$ cat src/rtl/pattern_watch_pkg.sv
package pattern_watch_pkg;

    typedef enum logic [2:0] {
        ST_IDLE = 3'd0,
        ST_Z    = 3'd1,
        ST_Z1   = 3'd2,
        ST_Z11  = 3'd3,
        ST_Z111 = 3'd4
    } pw_state_e;

    localparam int NUM_STATES = 5;

endpackage

$ cat src/rtl/pw_tick_gen.sv
module pw_tick_gen #(
    parameter int DIV = 10000
) (
    input  logic clk,
    input  logic rst,
    output logic tick
);
    localparam int CW = (DIV > 1) ? $clog2(DIV) : 1;
    localparam logic [CW-1:0] LAST = CW'(DIV - 1);

    typedef struct packed {
        logic [CW-1:0] cnt;
    } tick_regs_t;

    tick_regs_t cur_q, nxt_d;

    always_comb begin
        nxt_d = cur_q;
        if (cur_q.cnt == LAST) begin
            nxt_d.cnt = '0;
        end else begin
            nxt_d.cnt = cur_q.cnt + 1'b1;
        end
        if (rst) begin
            nxt_d.cnt = '0;
        end
    end

    always_ff @(posedge clk) begin
        cur_q <= nxt_d;
    end

    assign tick = (cur_q.cnt == LAST) && !rst;


    tick_single_chk: assert property (@(posedge clk) disable iff (rst)
        tick |=> !tick);

endmodule

$ cat src/rtl/pw_fsm.sv
module pw_fsm
    import pattern_watch_pkg::*;
(
    input  logic                  clk,
    input  logic                  rst,
    input  logic                  tick,
    input  logic                  din,
    output logic [NUM_STATES-1:0] state_oh,
    output logic                  hit
);
    typedef struct packed {
        pw_state_e st;
    } fsm_regs_t;

    fsm_regs_t cur_q, nxt_d;

    always_comb begin
        nxt_d = cur_q;
        hit   = 1'b0;
        if (tick) begin
            case (cur_q.st)
                ST_IDLE: nxt_d.st = din ? ST_IDLE : ST_Z;
                ST_Z:    nxt_d.st = din ? ST_Z1   : ST_Z;
                ST_Z1:   nxt_d.st = din ? ST_Z11  : ST_Z;
                ST_Z11:  nxt_d.st = din ? ST_Z111 : ST_Z;
                ST_Z111: begin
                    if (din) begin
                        nxt_d.st = ST_IDLE;
                    end else begin
                        nxt_d.st = ST_Z;
                        hit      = 1'b1;
                    end
                end
                default: nxt_d.st = ST_IDLE;
            endcase
        end
        if (rst) begin
            nxt_d.st = ST_IDLE;
            hit      = 1'b0;
        end
    end

    always_ff @(posedge clk) begin
        cur_q <= nxt_d;
    end

    always_comb begin
        for (int i = 0; i < NUM_STATES; i++) begin
            state_oh[i] = (cur_q.st == pw_state_e'(i));
        end
    end


    state_hold_chk: assert property (@(posedge clk) disable iff (rst)
        !tick |=> $stable(state_oh));


    match_next_chk: assert property (@(posedge clk) disable iff (rst)
        hit |=> state_oh[1]);

endmodule

$ cat src/rtl/pw_hold.sv
module pw_hold #(
    parameter int HOLD_TICKS = 2
) (
    input  logic clk,
    input  logic rst,
    input  logic tick,
    input  logic hit,
    output logic flag
);
    localparam int HW = $clog2(HOLD_TICKS + 1);
    localparam logic [HW-1:0] FULL = HW'(HOLD_TICKS);

    typedef struct packed {
        logic [HW-1:0] left;
        logic          flag;
    } hold_regs_t;

    hold_regs_t cur_q, nxt_d;

    always_comb begin
        nxt_d = cur_q;
        if (hit) begin
            nxt_d.left = FULL;
            nxt_d.flag = 1'b1;
        end else if (tick) begin
            if (cur_q.left != '0) begin
                nxt_d.left = cur_q.left - 1'b1;
            end
            nxt_d.flag = (nxt_d.left != '0);
        end
        if (rst) begin
            nxt_d.left = '0;
            nxt_d.flag = 1'b0;
        end
    end

    always_ff @(posedge clk) begin
        cur_q <= nxt_d;
    end

    assign flag = cur_q.flag;


    match_raise_chk: assert property (@(posedge clk) disable iff (rst)
        hit |=> flag);


    hold_restart_chk: assert property (@(posedge clk) disable iff (rst)
        hit |=> (cur_q.left == FULL));


    flag_hold_chk: assert property (@(posedge clk) disable iff (rst)
        (!tick && !hit) |=> $stable(flag));

endmodule

$ cat src/rtl/pattern_watch.sv
module pattern_watch
    import pattern_watch_pkg::*;
#(
    parameter int DIV        = 10000,
    parameter int HOLD_TICKS = 2
) (
    input  logic       clk,
    input  logic       rst_btn,
    input  logic       din,
    output logic       match_o,
    output logic [7:0] probe_o
);
    logic                  tick;
    logic                  hit;
    logic [NUM_STATES-1:0] state_oh;

    pw_tick_gen #(.DIV(DIV)) u_tick (
        .clk  (clk),
        .rst  (rst_btn),
        .tick (tick)
    );

    pw_fsm u_fsm (
        .clk      (clk),
        .rst      (rst_btn),
        .tick     (tick),
        .din      (din),
        .state_oh (state_oh),
        .hit      (hit)
    );

    pw_hold #(.HOLD_TICKS(HOLD_TICKS)) u_hold (
        .clk  (clk),
        .rst  (rst_btn),
        .tick (tick),
        .hit  (hit),
        .flag (match_o)
    );

    assign probe_o = {rst_btn, match_o, tick, state_oh};


    reset_clear_chk: assert property (@(posedge clk)
        rst_btn |=> (state_oh == 5'b00001) && !match_o);


    probe_onehot_chk: assert property (@(posedge clk) disable iff (rst_btn)
        $onehot(probe_o[4:0]));

endmodule

$ cat config.mk
export PLATFORM = sky130hd
export DESIGN_NAME = pattern_watch
export DESIGN_NICKNAME = d
export VERILOG_FILES = /design/src/rtl/pattern_watch_pkg.sv /design/src/rtl/pw_tick_gen.sv /design/src/rtl/pw_fsm.sv /design/src/rtl/pw_hold.sv /design/src/rtl/pattern_watch.sv
export SDC_FILE = /design/constraint.sdc
export NUM_CORES = 1
export LEC_CHECK = 0
export ABC_AREA = 0
export BUFFER_PORTS_ARGS = -buffer_cell sky130_fd_sc_hd__buf_2
export CAP_MARGIN = 20
export CELL_PAD_IN_SITES_DETAIL_PLACEMENT = 1
export CELL_PAD_IN_SITES_GLOBAL_PLACEMENT = 2
export CORE_MARGIN = 1
export CORE_UTILIZATION = 32
export CTS_CLUSTER_DIAMETER = 60
export DETAILED_ROUTE_END_ITERATION = 12
export MAX_ROUTING_LAYER = met4
export PLACE_DENSITY = 0.73
export SLEW_MARGIN = 20
export SYNTH_ARGS = -nofsm -noshare
export SYNTH_HDL_FRONTEND = slang
export SYNTH_SLANG_ARGS = --single-unit
$ cat constraint.sdc
create_clock -name clk -period 2.75 [get_ports clk]
set_clock_uncertainty 0.2 [all_clocks]
set_input_delay 0.55 -clock clk [delete_from_list [all_inputs] [get_ports clk]]
set_output_delay 0.55 -clock clk [all_outputs]
set_load 0.01 [all_outputs]
# ---- Word-level counts from Yosys, hierarchy flattened
# Cells that the tools add are included.
# Widths: inputs -> output; s select.
dict set report word_totals {
  regBits 20
  input_bits 3
  output_inout_bits 9
  elab_cells 35
}
dict set report classes {
  add_sub_neg 2
  n_eq_ne 5
  n_mux 14
  n_reduce_logical 9
}
# operator n
set ops {}
lappend ops {{$add 14x1->14 const B} 1}
lappend ops {{$eq 14x14->1 const B} 1}
lappend ops {{$pmux 3 s4} 1}
lappend ops {{$mux 2} 5}
lappend ops {{$mux 3} 3}
lappend ops {{$eq 3x2->1 const B} 2}
lappend ops {{$reduce_bool 2->1} 3}
lappend ops {{$reduce_or 2->1} 3}
lappend ops {{$mux 1} 5}
lappend ops {{$eq 3x1->1 const B} 1}
lappend ops {{$eq 3x3->1 const B} 1}
lappend ops {{$logic_not 3->1} 1}
lappend ops {{$sub 2x1->2 const B} 1}
lappend ops {{$logic_and 1x1->1} 1}
lappend ops {{$logic_not 1->1} 1}

# ---- Depth between registers and ports, before layout
# Gate-level depths: netlist of the first run.
dict set report logic_depth {
  depth_word 8
  depth_mapped 7
  depth_no_buf 5
}

# ---- By module
# Synthesis of the first run repeated with hierarchy kept, for this count alone.
dict set report unflattened {
  hier_cells 106
  hier_area_um2 948.4
}
# mod instances cells_per_inst area_each_um2 seq_area_each_um2
set by_module_without_submodules {}
lappend by_module_without_submodules {pw_tick_gen 1 69 609.3 280.3}
lappend by_module_without_submodules {pw_fsm 1 22 197.7 60.1}
lappend by_module_without_submodules {pw_hold 1 12 118.9 60.1}
lappend by_module_without_submodules {pattern_watch 1 3 22.5 0.0}

# ---- Worst setup path before layout of the first run
# Ideal clock, no wire load.
dict set report synth_path {
  kind {reg-to-output}
  start {register u_tick.cur_q[12] (netlist bit)}
  end {output probe_o[5]}
  arrival_time_ns 1.715
  t_required_ns 2.000
  slack_ns 0.285
  stages_incl_launch_ff 6
  n_path_buf 2
  cell_sequence {dfxtp_1 or4b_2 or4_1 clkbuf_2 nor2_1 buf_4}
}
dict set report synth_between {
  elab_chain_len 2
}
# element line_no
set synth_lines {}
lappend synth_lines {{from (decl)} pw_tick_gen.sv:15} ;# tick_regs_t cur_q, nxt_d;
lappend synth_lines {{from (signal assigned)} pw_tick_gen.sv:30} ;# cur_q <= nxt_d;
lappend synth_lines {{$eq 14x14->1} pw_tick_gen.sv:33} ;# assign tick = (cur_q.cnt == LAST) && !rst;
lappend synth_lines {{$logic_and 1x1->1} pw_tick_gen.sv:33}
lappend synth_lines {{to (decl)} pattern_watch.sv:11} ;# output logic [7:0] probe_o
# Every way passes these cells.

# ---- Worst setup path in the final report of the first run
# Ends and elaborated chain as after synthesis.

==> results.txt, run 1 <==
----------------------------------------------------
[Power]
  Combinational power share ... 0.036
  Internal power ... roughly 0.38 mW
  Static leakage ... 0.360 nW
  Switching component of the power ... roughly 0.10 mW
  Highest ir drop seen on vdd ... 0.224 mV
  Net switching share of the total power ... 0.212
  Final Power ... 0.483 mW
  Fraction of power consumed by sequential logic ... 0.613
  Areal power density over the cells ... 466 nW/um^2
  Proportion of power drawn by the clock network ... 0.351

[Layout]
  Post-Layout Cell Count ... 152
  Commonest cells after routing, fill and taps aside ... nor2_1, dfxtp_1, buf_2
  Most frequent standard cell in the layout excluding fill and tap cells ... nor2_1
  Number of nets at the end of the flow ... ~130
  Area growth syn-to-layout ... 13.6%
  Total inserted antenna cells ... 0
  Layout Utilization ... 0.400
  Final instance area ... slightly above 1000 sq um
  Final-layout fill cell count ... a little over 300
  Layout cell share with drive strength beyond 1 ... 0.172

[Global route]
  Initial antenna violation count ... 0
  Global Route met2 Usage ... 0.234
  First-pass GRT wire length ... 3350 um
  Global Route met3 Usage ... 0.0211
  Number of global-route vias before repair ... about 770
  Pin count of the biggest net entering global routing ... 14
  Global-route track usage on met1 ... 0.165
  Tot GR Track Use ... 0.140
  Overall overflow remaining after global route ... 0
  Busiest layer in global routing ... met2

[Placed design]
  Dpl cell area ... 991 sq um
  Setup WS pre-CTS ... about 0.27 ns
  Placed cell count ... roughly 150
  Final HPWL DP ... about 1400 um
  Weighted congestion at the end of routability-driven global placement ... ~0.74
  Count of input and output buffers ... 11

[CTS]
  Sinks on the clock net ... 20
  Clock tree from TritonCTS ... done
  Postcts setup bufs ... 0
  Register clock-pin slew on the reported worst setup and hold paths ... roughly 0.11 ns
  H-tree levels ... 1
  Clock root buffer ... clkbuf_4
  Maximum number of buffers from clock root to sink ... 2
  Clock latency on the worst-skew pair ... around 0.3 ns
  TritonCTS buffer count ... 3
  Number of hold-repair buffers added at the cts stage ... 0

[Setup path]
  Biggest fanout along the worst timing path ... 4
  WS Path Type ... reg -> out
  Startpoint type of the worst setup path ... flip-flop
  Endpoint class of the critical path ... primary output
  Required time at the worst-slack endpoint ... roughly 2.0 ns
  Worst endpoint data arrival time ... ~2.0 ns
  Worst R2R Path Depth ... 4

[Synth]
  Number of synthesized flops with an enable pin ... 0
  Number of warnings reported in the yosys synthesis log ... 0
  Netlist area before placement ... 912 sq um
  Total nets after synthesis ... 114
  Cells after Synth ... 110
  Number of synthesized register bits ... 20
  Synth async-reset ratio ... 0
  Number of unique standard cell types used by synthesis ... 26
  Main flop type after synthesis ... dfxtp_1
  Share of synthesized area occupied by flip-flops and latches ... 0.439
  Mapped Avg Cell Area ... 8.29 sq um

[Routing]
  Vias per Instance ... 5.07
  Number of design-rule violations left by the first detailed-router iteration ... 11
  Post-Route WL ... about 1900 um
  Wire length per cell after detailed routing ... 12.4 um
  First-pass iteration count of the detailed router ... 4
  Number of nets with antenna violations after routing ... 0
  Total number of vias ... between 700 and 800
  Remaining design rule violation count ... 0

[Timing]
  Total of endpoints with negative setup slack in the final report ... 0
  Final critical-path required period ... approximately 2.7 ns
  Final worst-path setup slack ... a little over 0.04 ns
  Count of pins over their slew limit ... 0
  Accumulated negative setup slack ... 0 ns
  Highest Clock Rate ... around 0.37 GHz
  Period Utilization, post-route ... 0.985
  Setup repair after global routing missed its margin ... true
  Max-slew headroom ... 0.778
  Final Hold Slack ... about 0.26 ns
  Transition time at the pin with the least slew margin ... about 0.33 ns
  Final hold viol count ... 0

[Die]
  Die W ... 55.4 um
  Effective utilization at floorplan ... 0.352
  Core Area ... approximately 2600 sq um
  # rows ... 18
  I/O Pins ... 12
  Die area ... 3070 sq um
  Overall die height ... approximately 55 um

[Min path]
  Hold path cells ... 1
  Kind of path behind the tightest hold check ... reg -> reg

[Outcome]
  Result of the run ... finished clean

[Flow run]
  Max-cap violation count ... 0

----------------------------------------------------
-- cell usage after synthesis (2+ instances only) --
| cell type | n | area [sq um] |
|---|---|---|
| a21oi_1 | 5 | 25.0 |
| inv_1 | 3 | 11.3 |
| nor4_1 | 3 | 18.8 |
| dfxtp_1 | 20 | 400 |
| nor3_1 | 6 | 30.0 |
| xor2_1 | 2 | 17.5 |
| nor3b_1 | 3 | 22.5 |
| buf_4 | 3 | 22.5 |
| nand3_1 | 5 | 25.0 |
| nand2_1 | 9 | 33.8 |
| nor2b_1 | 3 | 18.8 |
| nor2_1 | 21 | 78.8 |
| or4b_1 | 2 | 20.0 |
| o21ai_0 | 3 | 15.0 |
| nand4_1 | 2 | 12.5 |
| xnor2_1 | 10 | 87.6 |
-- final timing paths --
check	start	endpoint	slack (ns)
setup / recovery	u_tick.cur_q[12]$_SDFF_PP0_	probe_o[5]	0.04
hold / removal	u_tick.cur_q[0]$_SDFF_PP0_	u_tick.cur_q[0]$_SDFF_PP0_	0.26
setup reg to reg	u_tick.cur_q[12]$_SDFF_PP0_	u_hold.cur_q[1]$_SDFFE_PP0P_	0.41
hold reg to reg	u_tick.cur_q[0]$_SDFF_PP0_	u_tick.cur_q[0]$_SDFF_PP0_	0.26
-- flip-flops by register name, indices dropped and copies added (netlist names) --
name          flops
u_hold.flag       1
u_tick.cur_q     14
u_hold.cur_q      2
u_fsm.cur_q       3
-- critical path: stages, from the launching register on --
cell	delay [ns]
dfxtp_2	0.35
or4b_4	0.54
or4_4	0.55
nor2_1	0.09
buf_2	0.13
-- metal layers --
metal	wire length (um)	vias up
met3	39	4
li1	-	392
met2	901	11
met5	0	-
met1	906	364
met4	38	0
-- repair_timing --
action / in CTS / in global routing
gates resized for setup: 3 / 0
pin swaps: 1 / 0
setup endpoints to repair: 1 / 1
-- area by class of cell --
cell class | count | area (sq um) | area share
clock buffer | 4 | 36.3 | 0.0350
multi-input combinational | 81 | 472 | 0.455
tap | 30 | 37.5 | 0.0362
sequential | 20 | 402 | 0.388
inverter | 3 | 11.3 | 0.0109
timing repair buffer | 14 | 77.6 | 0.0749
-- power groups by stage --
stage | clock [mW] | sequential (mW) | combinational (mW)
after floorplan | 0 | 0.302 | 0.0127
after global placement | 0 | 0.303 | 0.0174
after detailed placement | 0 | 0.303 | 0.0176
after CTS | 0.180 | 0.296 | 0.0178
after global routing | 0.190 | 0.297 | 0.0210
final | 0.170 | 0.296 | 0.0172
-- logic make-up after synthesis --
logic type | after synthesis | share of synthesized area
xor+xnor | 12 | 0.115
fa+ha+maj | 1 | 0.0137
compound gates | 10 | 0.0604
simple gates | 58 | 0.320
buf+inv | 9 | 0.0521
flops | 20 | 0.439
No activity file was read; power rests on OpenSTA's default activity.
==> inputs of run 2 (changes only) <==
CELL_PAD_IN_SITES_DETAIL_PLACEMENT = 0   (was 1)
CELL_PAD_IN_SITES_GLOBAL_PLACEMENT = 1   (was 2)
CORE_UTILIZATION = 43   (was 32)
PLACE_DENSITY = 0.77   (was 0.73)
clock period = 3.2 ns   (was 2.75 ns; I/O delays follow)
==> results.txt, run 2 (same netlist as run 1, synthesis figures left out) <==
----------------------------------------------------
[Outcome]
  Result of the run ... finished clean

[Flow run]
  Max-cap violation count ... 0

[Timing]
  Count of pins over their slew limit ... 0
  Total of endpoints with negative setup slack in the final report ... 0
  Highest Clock Rate ... around 0.34 GHz
  Accumulated negative setup slack ... 0 ns
  Final hold viol count ... 0
  Setup repair after global routing missed its margin ... false
  Final critical-path required period ... approximately 3.0 ns
  Period Utilization, post-route ... 0.931
  Max-slew headroom ... 0.717
  Transition time at the pin with the least slew margin ... between 0.4 and 0.5 ns

[Routing]
  First-pass iteration count of the detailed router ... 4
  Wire length per cell after detailed routing ... 10.8 um
  Vias per Instance ... slightly below 5
  Number of nets with antenna violations after routing ... 0
  Post-Route WL ... approximately 1600 um
  Number of design-rule violations left by the first detailed-router iteration ... 8
  Total number of vias ... between 700 and 800
  Remaining design rule violation count ... 0

[Placed design]
  Count of input and output buffers ... 11
  Final HPWL DP ... between 1000 and 1500 um
  Weighted congestion at the end of routability-driven global placement ... between 0.7 and 0.8

[CTS]
  Sinks on the clock net ... 20
  Number of hold-repair buffers added at the cts stage ... 0
  Postcts setup bufs ... 0
  TritonCTS buffer count ... 3
  H-tree levels ... 1
  Clock root buffer ... clkbuf_4
  Gates resized, CTS repair ... 0
  Clock tree from TritonCTS ... done
  Maximum number of buffers from clock root to sink ... 2
  Clock latency on the worst-skew pair ... 0.29 ns
  Register clock-pin slew on the reported worst setup and hold paths ... approximately 0.11 ns

[Global route]
  First-pass GRT wire length ... roughly 2400 um
  Tot GR Track Use ... 0.156
  Initial antenna violation count ... 0
  Pin count of the biggest net entering global routing ... 14
  Number of global-route vias before repair ... just under 600
  Overall overflow remaining after global route ... 0

[Layout]
  Largest registers ... u_tick.cur_q x14, u_fsm.cur_q x3, u_hold.cur_q x2
  Commonest cells after routing, fill and taps aside ... nor2_1, dfxtp_1, buf_2
  Most frequent standard cell in the layout excluding fill and tap cells ... nor2_1
  Total inserted antenna cells ... 0
  Register with the most flip-flops ... u_tick.cur_q
  Area growth syn-to-layout ... 10.6%
  Layout cell share with drive strength beyond 1 ... 0.142
  Multi-input gate area ... between 400 and 500 sq um
  Layout Utilization ... 0.509
  Number of nets at the end of the flow ... 125
  Final-layout fill cell count ... just under 200
  Max reg flops ... 14
  Register area ... 400 sq um

[Power]
  Areal power density over the cells ... just over 400 nW/um^2
  Highest ir drop seen on vdd ... between 0.3 and 0.4 mV
  Static leakage ... roughly 0.35 nW
  Final Power ... ~0.41 mW

[Die]
  Overall die height ... between 40 and 50 um
  Effective utilization at floorplan ... 0.460
  Core Area ... around 2000 sq um
  Die W ... just under 50 um
  Die area ... ~2300 sq um
  I/O Pins ... 12
  # rows ... 16

[Min path]
  Kind of path behind the tightest hold check ... reg -> reg

[Setup path]
  WS Path Type ... reg -> out
  Startpoint type of the worst setup path ... flip-flop
  Required time at the worst-slack endpoint ... 2.36 ns
  Register-to-register path setup slack ... approximately 0.7 ns
  Worst endpoint data arrival time ... roughly 2.1 ns
  Endpoint class of the critical path ... primary output
  Biggest fanout along the worst timing path ... 8

----------------------------------------------------
run 2: layout make-up:
class | instances | share of cell area
inverters | 3 | 0.0112
flip-flops and latches | 20 | 0.397
well taps | 27 | 0.0335
multi-input cells | 81 | 0.460
clock buffers | 4 | 0.0360
repair buffers | 12 | 0.0620
run 2: per-layer routing:
layer | track usage | vias up | share of wire
li1 | - | 387 | -
met2 | 0.232 | 8 | 0.47
met4 | 0.0500 | 0 | 0
met3 | 0.0340 | 0 | 0.026
met5 | - | - | 0
met1 | 0.208 | 324 | 0.50
run 2: final timing paths:
kind,endpoint,startpoint,depth (start not counted)
setup / recovery,probe_o[5],u_tick.cur_q[7]$_SDFF_PP0_,4
hold / removal,u_tick.cur_q[0]$_SDFF_PP0_,u_tick.cur_q[0]$_SDFF_PP0_,1
setup reg to reg,u_hold.cur_q[1]$_SDFFE_PP0P_,u_tick.cur_q[7]$_SDFF_PP0_,4
hold reg to reg,u_tick.cur_q[0]$_SDFF_PP0_,u_tick.cur_q[0]$_SDFF_PP0_,1
run 2: worst max-delay path, stage by stage (launching register included):
cell,delay (ns)
dfxtp_1,0.38
or4b_1,0.55
or4_1,0.66
nor2_1,0.12
buf_2,0.13
run 2: power by group:
group          internal, mW  switching (mW)
Clock                0.0693          0.0739
Sequential            0.252         0.00235
Combinational       0.00511         0.00935
Total                 0.326          0.0856
run 2: per-stage QoR:
stage                     hold WS, ns  setup slack (ns)  instances  area (sq um)
after floorplan                 0.218             0.645        110           912
after global placement          0.230             0.567        143           972
after detailed placement        0.244             0.544        143           972
after CTS                       0.262             0.207        147          1010
after global routing            0.289            0.0351        147          1010
final                           0.256             0.220        147          1010
==> inputs of run 3 (changes only) <==
ABC_AREA = 1   (was 0)
PLACE_DENSITY = 0.79   (was 0.77)
==> results.txt, run 3 <==
----------------------------------------------------
[Outcome]
  Result of the run ... finished clean

[Timing]
  Final critical-path required period ... about 2.5 ns
  Transition time at the pin with the least slew margin ... ~0.42 ns
  Final worst-path setup slack ... slightly above 0.7 ns
  Highest Clock Rate ... between 0.4 and 0.5 GHz
  Count of pins over their slew limit ... 0
  Setup repair after global routing missed its margin ... false
  Period Utilization, post-route ... 0.778
  Final hold viol count ... 0
  Max-slew headroom ... 0.718
  Total of endpoints with negative setup slack in the final report ... 0
  Accumulated negative setup slack ... 0 ns

[Routing]
  Total number of vias ... around 960
  Number of design-rule violations left by the first detailed-router iteration ... 30
  Post-Route WL ... 2000 um
  Wire length per cell after detailed routing ... just over 10 um
  Vias per Instance ... between 4 and 5
  Remaining design rule violation count ... 0
  Number of nets with antenna violations after routing ... 0
  First-pass iteration count of the detailed router ... 4

[Global route]
  Overall overflow remaining after global route ... 0
  First-pass GRT wire length ... approximately 3600 um
  Tot GR Track Use ... 0.187
  Number of global-route vias before repair ... around 840
  Initial antenna violation count ... 0
  Pin count of the biggest net entering global routing ... 15

[Die]
  # rows ... 17
  Die area ... roughly 2700 sq um
  I/O Pins ... 12
  Die W ... approximately 52 um
  Effective utilization at floorplan ... 0.466
  Overall die height ... ~52 um
  Core Area ... 2280 sq um

[CTS]
  TritonCTS buffer count ... 3
  Postcts setup bufs ... 0
  Number of hold-repair buffers added at the cts stage ... 0
  Clock root buffer ... clkbuf_4
  Maximum number of buffers from clock root to sink ... 2
  Sinks on the clock net ... 20
  Clock tree from TritonCTS ... done
  Clock latency on the worst-skew pair ... around 0.30 ns
  Gates resized, CTS repair ... 0
  H-tree levels ... 1
  Register clock-pin slew on the reported worst setup and hold paths ... 0.11 ns

[Setup path]
  CP cell instances ... ha_1 -> nand2_1 -> nor2_4 -> inv_1 -> nor3_1 -> nand2_1 -> inv_1 -> buf_2
  Worst endpoint data arrival time ... 1.65 ns
  Top delay family on crit path ... simple AND/OR/NAND/NOR gates
  WS Path Type ... reg -> out
  Biggest fanout along the worst timing path ... 7
  Cell with the largest stage delay on the worst path ... dfxtp_1
  Required time at the worst-slack endpoint ... about 2.4 ns
  Worst path buffer plus inverter count ... 3
  Maximum cell stage delay along the critical path ... roughly 0.37 ns
  Endpoint class of the critical path ... primary output
  Startpoint type of the worst setup path ... flip-flop

[Layout]
  Register with the most flip-flops ... u_tick.cur_q
  Largest registers ... u_tick.cur_q x14, u_fsm.cur_q x3, u_hold.cur_q x2
  Area growth syn-to-layout ... 7.43%
  Final-layout fill cell count ... 239
  Layout cell share with drive strength beyond 1 ... 0.133
  Most frequent standard cell in the layout excluding fill and tap cells ... nand2_1
  Layout Utilization ... 0.501
  Total inserted antenna cells ... 0
  Max reg flops ... 14
  Commonest cells after routing, fill and taps aside ... nand2_1, nor2_1, inv_1
  Number of nets at the end of the flow ... 171

[Synth]
  Cell taking the most area after synthesis ... dfxtp_1
  Number of warnings reported in the yosys synthesis log ... 0
  Leading cell types by count after synthesis ... nand2_1, nor2_1, inv_1
  Total nets after synthesis ... between 150 and 200
  Cells after Synth ... approximately 160
  Main flop type after synthesis ... dfxtp_1
  Mapped Avg Cell Area ... 6.85 sq um
  Number of synthesized flops with an enable pin ... 0
  Number of unique standard cell types used by synthesis ... 24
  Cell types with the largest area share after synthesis ... dfxtp_1, nand2_1, nor2_1
  Netlist area before placement ... roughly 1100 sq um
  Synth top area share ... 0.377
  Share of synthesized area occupied by flip-flops and latches ... 0.377
  Synth async-reset ratio ... 0
  Number of synthesized register bits ... 20
  Top-count cell post-synth ... nand2_1

[Placed design]
  Setup WS pre-CTS ... between 1 and 1.5 ns
  Count of input and output buffers ... 11
  Weighted congestion at the end of routability-driven global placement ... 0.819
  Final HPWL DP ... roughly 1600 um

[Power]
  Areal power density over the cells ... about 340 nW/um^2
  Static leakage ... around 0.46 nW
  Highest ir drop seen on vdd ... about 0.18 mV

[Min path]
  Kind of path behind the tightest hold check ... reg -> reg

[Flow run]
  Max-cap violation count ... 0

----------------------------------------------------
## run 3: cell types whose count changed after synthesis, sizes merged, moves of 3 or more
| cell | delta |
|---|---|
| nand2 | +22 |
| nor3b | -3 |
| nor3 | +5 |
| nor2 | +6 |
| inv | +23 |
| nor2b | -3 |
| xnor2 | -9 |
| or4b | -3 |
| nor4 | -3 |
| nand3 | +5 |
| o21ai | +4 |
## run 3: metal layers
layer | vias to the layer above | part of all wire | GRT usage
met2 | 20 | 0.42 | 0.262
met5 | - | 0 | -
met3 | 6 | 0.033 | 0.0380
met1 | 418 | 0.53 | 0.251
li1 | 512 | - | -
met4 | 0 | 0.020 | 0.0991
## run 3: final cells by class
class,instances,area (sq um),area share
clock buffers,3,22.5,0.0198
inverters,26,97.6,0.0856
multi-input cells,105,529,0.464
flip-flops and latches,20,400,0.351
well taps,28,35.0,0.0307
repair buffers,11,55.1,0.0483
## run 3: metrics by stage
| step | cells | power, mW | instance area, sq um | hold WS, ns |
|---|---|---|---|---|
| detailed placement | 190 | 0.275 | 1120 | 0.240 |
| global route | 193 | 0.412 | 1140 | 0.288 |
| CTS | 193 | 0.396 | 1140 | 0.259 |
| finish | 193 | 0.389 | 1140 | 0.257 |
| global placement | 190 | 0.275 | 1120 | 0.231 |
| floorplan | 155 | 0.272 | 1060 | 0.217 |
## run 3: report_power, final
part / switching, mW / internal [mW] / leakage (nW)
Sequential: 0.00196 / 0.252 / 0.162
Combinational: 0.0103 / 0.00511 / 0.286
Clock: 0.0758 / 0.0439 / 0.0138
## run 3: path summary, 6_finish.rpt
| path | end | slack [ns] | start | depth (start not counted) |
|---|---|---|---|---|
| setup / recovery | probe_o[5] | 0.71 | u_tick.cur_q[0]$_SDFF_PP0_ | 8 |
| hold reg to reg | u_tick.cur_q[0]$_SDFF_PP0_ | 0.26 | u_tick.cur_q[0]$_SDFF_PP0_ | 1 |
| setup reg to reg | u_fsm.cur_q[1]$_SDFFE_PP0P_ | 1.30 | u_tick.cur_q[0]$_SDFF_PP0_ | 8 |
| hold / removal | u_tick.cur_q[0]$_SDFF_PP0_ | 0.26 | u_tick.cur_q[0]$_SDFF_PP0_ | 1 |
## run 3: cells by family after synthesis
logic type | Yosys count | synth area share
and+or+nand+nor | 82 | 0.346
buffers and inverters | 30 | 0.124
AOI/OAI and AO/OA | 17 | 0.100
DFF | 20 | 0.377
xor gates and xnor gates | 5 | 0.0413
adders and majority gates | 1 | 0.0118
